### config.mk
export PLATFORM = sky130hd
export DESIGN_NAME = nor_write_guard
export DESIGN_NICKNAME = d
export VERILOG_FILES = /design/src/rtl/nwg_pkg.sv /design/src/rtl/nwg_strobe_filter.sv /design/src/rtl/nwg_qualifier.sv /design/src/rtl/nwg_prot_gate.sv /design/src/rtl/nor_write_guard.sv
export SDC_FILE = /design/constraint.sdc
export NUM_CORES = 1
export LEC_CHECK = 0
export CORE_UTILIZATION = 50
export CTS_BUF_LIST = sky130_fd_sc_hd__clkbuf_8 sky130_fd_sc_hd__clkbuf_16
export CTS_CLUSTER_SIZE = 20
export DETAILED_ROUTE_END_ITERATION = 7
export DONT_BUFFER_PORTS = 1
export GPL_ROUTABILITY_DRIVEN = 0
export PLACE_DENSITY = 0.66
export SYNTH_ARGS = -nofsm -noshare
export SYNTH_HDL_FRONTEND = slang
export SYNTH_SLANG_ARGS = --single-unit
### constraint.sdc
create_clock -name clk -period 2.6 [get_ports clk]
set_clock_uncertainty 0.1 [all_clocks]
set_input_delay 0.78 -clock clk [delete_from_list [all_inputs] [get_ports clk]]
set_output_delay 0.78 -clock clk [all_outputs]
set_load 0.1 [all_outputs]
### src/rtl/nwg_pkg.sv
package nwg_pkg;

  typedef enum logic [1:0] {
    ARM_WAIT  = 2'd0,
    ARM_READY = 2'd1,
    ARM_HOLD  = 2'd2
  } arm_state_e;

  // Selected group is the guarded boundary group
  function automatic logic guard_hit(input int unsigned grp,
                                     input int unsigned ngrp,
                                     input bit          top);
    return top ? (grp == ngrp - 1) : (grp == 0);
  endfunction

  // Program/erase permitted given stored bit, guard hit and pin level
  function automatic logic pe_permit(input logic stored,
                                     input logic guarded,
                                     input logic pin_n);
    return !(stored || (guarded && !pin_n));
  endfunction

endpackage

### src/rtl/nwg_strobe_filter.sv
module nwg_strobe_filter #(
  parameter int SYNC    = 2,
  parameter int MIN_LOW = 3
) (
  input  logic clk,
  input  logic rst_n,
  input  logic pin_n,
  output logic low_q
);
  localparam int CNT_W = $clog2(MIN_LOW + 1);
  localparam logic [CNT_W-1:0] CNT_MAX = CNT_W'(MIN_LOW);

  logic [SYNC-1:0]  sr;
  logic [CNT_W-1:0] cnt;
  logic             s_pin;

  assign s_pin = sr[SYNC-1];

  // Reset state reads as asserted, so a release must really be observed
  always_ff @(posedge clk or negedge rst_n) begin
    if (!rst_n) begin
      sr  <= '0;
      cnt <= CNT_MAX;
    end else begin
      sr <= {sr[SYNC-2:0], pin_n};
      if (s_pin)
        cnt <= '0;
      else if (cnt != CNT_MAX)
        cnt <= cnt + CNT_W'(1);
    end
  end

  assign low_q = (cnt == CNT_MAX);
endmodule

### src/rtl/nwg_qualifier.sv
module nwg_qualifier
  import nwg_pkg::*;
#(
  parameter int ADDR_W = 8,
  parameter int DATA_W = 8
) (
  input  logic              clk,
  input  logic              rst_n,
  input  logic              vlow,
  input  logic              ce_low,
  input  logic              we_low,
  input  logic              oe_low,
  input  logic [ADDR_W-1:0] addr,
  input  logic [DATA_W-1:0] data,
  output logic              wr_stb,
  output logic [ADDR_W-1:0] wr_addr,
  output logic [DATA_W-1:0] wr_data,
  output logic              armed,
  output logic              take
);
  arm_state_e st, st_nx;
  logic cond, released;

  always_comb begin
    cond     = ce_low && we_low && !oe_low;
    released = !ce_low || !we_low;
    take     = (st == ARM_READY) && cond && !vlow;
    st_nx    = st;
    if (vlow) begin
      st_nx = ARM_WAIT;
    end else begin
      unique case (st)
        ARM_WAIT:  if (released) st_nx = ARM_READY;
        ARM_READY: if (take)     st_nx = ARM_HOLD;
        ARM_HOLD:  if (released) st_nx = ARM_READY;
        default:                 st_nx = ARM_WAIT;
      endcase
    end
  end

  always_ff @(posedge clk or negedge rst_n) begin
    if (!rst_n) begin
      st      <= ARM_WAIT;
      wr_stb  <= 1'b0;
      wr_addr <= '0;
      wr_data <= '0;
    end else begin
      st     <= st_nx;
      wr_stb <= take;
      if (take) begin
        wr_addr <= addr;
        wr_data <= data;
      end
    end
  end

  assign armed = (st != ARM_WAIT);
endmodule

### src/rtl/nwg_prot_gate.sv
module nwg_prot_gate
  import nwg_pkg::*;
#(
  parameter int ADDR_W    = 8,
  parameter int GRP_W     = 3,
  parameter bit GUARD_TOP = 1'b0
) (
  input  logic                  armed,
  input  logic                  vlow,
  input  logic                  wp_n,
  input  logic [ADDR_W-1:0]     wr_addr,
  input  logic [(1<<GRP_W)-1:0] grp_prot,
  output logic                  guard_sel,
  output logic                  stored_sel,
  output logic                  pe_ok
);
  localparam int NGRP = 1 << GRP_W;

  logic [GRP_W-1:0] grp;

  always_comb begin
    grp        = wr_addr[ADDR_W-1 -: GRP_W];
    guard_sel  = guard_hit(32'(grp), NGRP, GUARD_TOP);
    stored_sel = grp_prot[grp];
    pe_ok      = armed && !vlow && pe_permit(stored_sel, guard_sel, wp_n);
  end
endmodule

### src/rtl/nor_write_guard.sv
module nor_write_guard #(
  parameter int ADDR_W    = 8,
  parameter int DATA_W    = 8,
  parameter int GRP_W     = 3,
  parameter int MIN_LOW   = 3,
  parameter int SYNC      = 2,
  parameter bit GUARD_TOP = 1'b0
) (
  input  logic                  clk,
  input  logic                  rst_n,
  input  logic                  ce_n,
  input  logic                  we_n,
  input  logic                  oe_n,
  input  logic                  wp_n,
  input  logic                  vlow,
  input  logic [ADDR_W-1:0]     addr,
  input  logic [DATA_W-1:0]     data,
  input  logic [(1<<GRP_W)-1:0] grp_prot,
  output logic                  wr_stb,
  output logic [ADDR_W-1:0]     wr_addr,
  output logic [DATA_W-1:0]     wr_data,
  output logic                  pe_ok,
  output logic                  force_read
);
  localparam int NSTB = 3;  // 0: chip enable, 1: write enable, 2: output enable

  logic [NSTB-1:0] pins_n;
  logic [NSTB-1:0] flt_low;
  logic            flt_ce_low, flt_we_low, flt_oe_low;
  logic            armed, take, guard_sel, stored_sel;

  assign pins_n = {oe_n, we_n, ce_n};

  for (genvar i = 0; i < NSTB; i++) begin : g_flt
    nwg_strobe_filter #(.SYNC(SYNC), .MIN_LOW(MIN_LOW)) u_flt (
      .clk   (clk),
      .rst_n (rst_n),
      .pin_n (pins_n[i]),
      .low_q (flt_low[i])
    );
  end

  assign flt_ce_low = flt_low[0];
  assign flt_we_low = flt_low[1];
  assign flt_oe_low = flt_low[2];

  nwg_qualifier #(.ADDR_W(ADDR_W), .DATA_W(DATA_W)) u_qual (
    .clk     (clk),
    .rst_n   (rst_n),
    .vlow    (vlow),
    .ce_low  (flt_ce_low),
    .we_low  (flt_we_low),
    .oe_low  (flt_oe_low),
    .addr    (addr),
    .data    (data),
    .wr_stb  (wr_stb),
    .wr_addr (wr_addr),
    .wr_data (wr_data),
    .armed   (armed),
    .take    (take)
  );

  nwg_prot_gate #(.ADDR_W(ADDR_W), .GRP_W(GRP_W), .GUARD_TOP(GUARD_TOP)) u_prot (
    .armed      (armed),
    .vlow       (vlow),
    .wp_n       (wp_n),
    .wr_addr    (wr_addr),
    .grp_prot   (grp_prot),
    .guard_sel  (guard_sel),
    .stored_sel (stored_sel),
    .pe_ok      (pe_ok)
  );

  assign force_read = vlow || !armed;
endmodule

==> flow_summary.toml <==
[die]
coreArea_mm2 = 0.00232
fp.dieW_um = 52.6
dieArea_mm2 = 0.00277
initial_core_util = 0.553
io_pins = 50
num_rows = 17
die_y_um = 52.6

[global_routing]
antenna_found_initial = 0
first_global_vias = 689
grt_overflow = 0
grt_first_pass_wirelength_um = 2930
grtUsageTotal = 0.155
grt_max_degree = 32

[critical_path]
reg2reg_slack_ps = 560
critical_path.max_fanout = 7
startpoint_type = "register"
critical_path.cell_chain = "nor3b_2 > o21bai_2 > a2111oi_4 > buf_12"
rr_startpoint = "g_flt[2].u_flt.cnt[0]$_DFFE_PN1P_"
worst_path_largest_cell_delay_ps = 520
cp.required_ps = 1720
cpMaxStageDelayCell = "dfrtp_4"
criticalPathCategory = "reg2out"
worstSetupEndpointType = "output pin"
cp_data_arrival_time_ps = 1690
r2r-end = "u_qual.wr_data[0]$_DFFE_PN0P_"
r2r_cells = 5

[layout]
syn2layout_area_growth_pct = 17.1
layout.nets = 130
seq_area_um2 = 788
drive_above_1_share = 0.464
fillers = 177
post-route-util = 0.648
diodes = 0
multi_input_area_um2 = 514
finalInstanceArea_mm2 = 0.00150

[placed_design]
placedInstanceArea_mm2 = 0.00139
port_buffers = 0
dp.final_hpwl_um = 1440
pre_cts_slack_ps = -8.40

[synth]
yosysWarnings = 0
seq_area_frac_synth = 0.611
synth_area_leaders = "dfrtp_1, dfstp_2, mux2_4"
netlist_top_cells_count = "dfrtp_1, mux2_4, mux2_2, nor2_1"
synthArstFlopShare = 1.00
yosys.area.top_type = "dfrtp_1"
yosysMostFrequentCell = "dfrtp_1"
synth_top_area_frac = 0.488
synth_enable_flop_cells = 0
synthCells = 83
synth-main-ff-cell = "dfrtp_1"
synth_cell_types = 20
syn_area_per_cell_um2 = 15.5
mappedNetlistNets = 117
synth_seq_cells = 31
syn_area_mm2 = 0.00128

[drt]
vias = 695
wl_per_cell_um = 15.4
ant_nets = 0
first_pass_iters = 3
drt_iter0_drc = 2
wl_um = 1930
drt-vias-per-instance = 5.56
drc = 0

[timing]
timing.final.crit_share = 0.987
fin_ws_ps = 34.3
max_freq_ghz = 0.390
tightest_slew_ps = 918
maxSlewHeadroom = 0.388
setup_viol = 0
maxSlewViolCount = 0
hold_viol = 0
period_needed_ps = 2570
rsz0062_at_grt = "true"
finalSetupTns_ps = 0

[pwr]
p_clk_frac = 0.265
p_switching_uw = 499
internal_power_uw = 855
pwr-share-comb = 0.151
ir_worst_vdd_mv = 0.679
power.leakage_uw = 0.000676
total_power_uw = 1350
power_density_mw_per_mm2 = 902
power_frac_seq = 0.584
sw_frac_of_total = 0.368

[cts]
cts_root_buffer = "clkbuf_8"
cts_made_buffers = 5
htree_levels = 2
cts_tree = "built"
clk_path_buf_depth = 2
clock_latency_ps = 260
clkTransAtPathRegs_ps = 60
cts_sinks = 31

[run_status]
status = "finished, final reports clean"

[run]
max_cap_viol_count = 0

[min_path]
hold_path_class = "in2async"
==> cells in the final DEF (no fill, tap or decap) <==
| cell | synthesis | routed |
|---|---|---|
| o21bai_2 | 0 | 1 |
| nor2_1 | 7 | 7 |
| nand2b_1 | 1 | 1 |
| dfstp_2 | 6 | 6 |
| nor3_4 | 1 | 1 |
| nor3b_1 | 2 | 1 |
| buf_4 | 0 | 7 |
| ha_1 | 3 | 3 |
| or3b_4 | 1 | 1 |
| clkinv_2 | 0 | 1 |
| clkbuf_8 | 0 | 6 |
| dfrtp_4 | 0 | 1 |
| buf_12 | 1 | 1 |
| nor2b_1 | 1 | 1 |
| nand2_1 | 2 | 2 |
| dfrtp_2 | 0 | 1 |
| nor3b_2 | 0 | 1 |
| a21oi_1 | 2 | 2 |
| xor2_1 | 3 | 3 |
| mux2_4 | 9 | 9 |
| mux2i_1 | 6 | 6 |
| mux2_2 | 7 | 7 |
| inv_1 | 0 | 1 |
| a211oi_1 | 2 | 2 |
| dfrtp_1 | 25 | 23 |
| o21bai_4 | 0 | 1 |
| a2111oi_4 | 0 | 1 |
==> logic make-up after synthesis <==
family                     after synthesis  synth area share
DFF                                     31             0.611
muxes                                   22             0.214
and+or+nand+nor                         15            0.0693
AOI/OAI and AO/OA                        7            0.0380
xor gates and xnor gates                 3            0.0205
adders and majority gates                3            0.0293
buffers and inverters                    2            0.0185
==> final cells by class <==
class                   count  share of cell area
well taps                  28              0.0233
flip-flops and latches     31               0.525
clock inverters             2             0.00583
multi-input cells          50               0.342
clock buffers               6              0.0550
repair buffers              8              0.0483
==> power groups by stage <==
stage | clock, µW | combinational [µW] | sequential, µW
after floorplan | 0 | 131 | 829
after global placement | 0 | 193 | 796
after detailed placement | 0 | 203 | 798
after CTS | 375 | 203 | 791
after global routing | 398 | 219 | 797
final | 359 | 205 | 790
==> worst max-delay path by stage <==
stage / start / endpoint / cells after the start
2_1_floorplan: vlow / pe_ok / 2
3_3_place_gp: grp_prot[0] / pe_ok / 4
3_5_place_dp: grp_prot[0] / pe_ok / 4
4_1_cts: u_qual.wr_addr[6]$_DFFE_PN0P_ / pe_ok / 4
5_1_grt: u_qual.wr_addr[6]$_DFFE_PN0P_ / pe_ok / 4
6_report: u_qual.wr_addr[6]$_DFFE_PN0P_ / pe_ok / 4
==> worst max-delay path, delay by kind of cell (launching register included) <==
kind | cells | cell delay [ps]
buffers and inverters | 1 | 220
flip-flops | 1 | 520
AO/OA/AOI/OAI | 2 | 490
AND/OR/NAND/NOR | 1 | 190
==> flip-flops by register name (all words and copies together), names as in the netlist <==
name and cells:
u_qual.wr_data 8, u_qual.wr_addr 8, u_qual.st 2, g_flt.u_flt.sr 6
u_qual.wr_stb 1, g_flt.u_flt.cnt 6
==> per-stage QoR <==
stage / cells / hold slack (ps)
finish: 125 / 107
global route: 125 / 81.0
CTS: 124 / 95.6
detailed placement: 116 / 240
global placement: 116 / 234
floorplan: 83 / 231
==> repair_timing <==
item                                    in CTS  in global routing
buffers inserted                             0                  1
hold buffers                                 0                  0
gates resized for setup                      0                  2
endpoints found under the setup margin       1                  1
pin swaps                                    1                  1
==> layer usage <==
metal	share of wire	vias up	GRT usage	routed length, µm
li1	-	318	-	-
met2	0.51	32	0.241	989
met5	0	-	0	0
met1	0.40	343	0.178	768
met4	0.0083	0	0.0526	16
met3	0.078	2	0.0899	150
(Power assumes the default switching activity.)
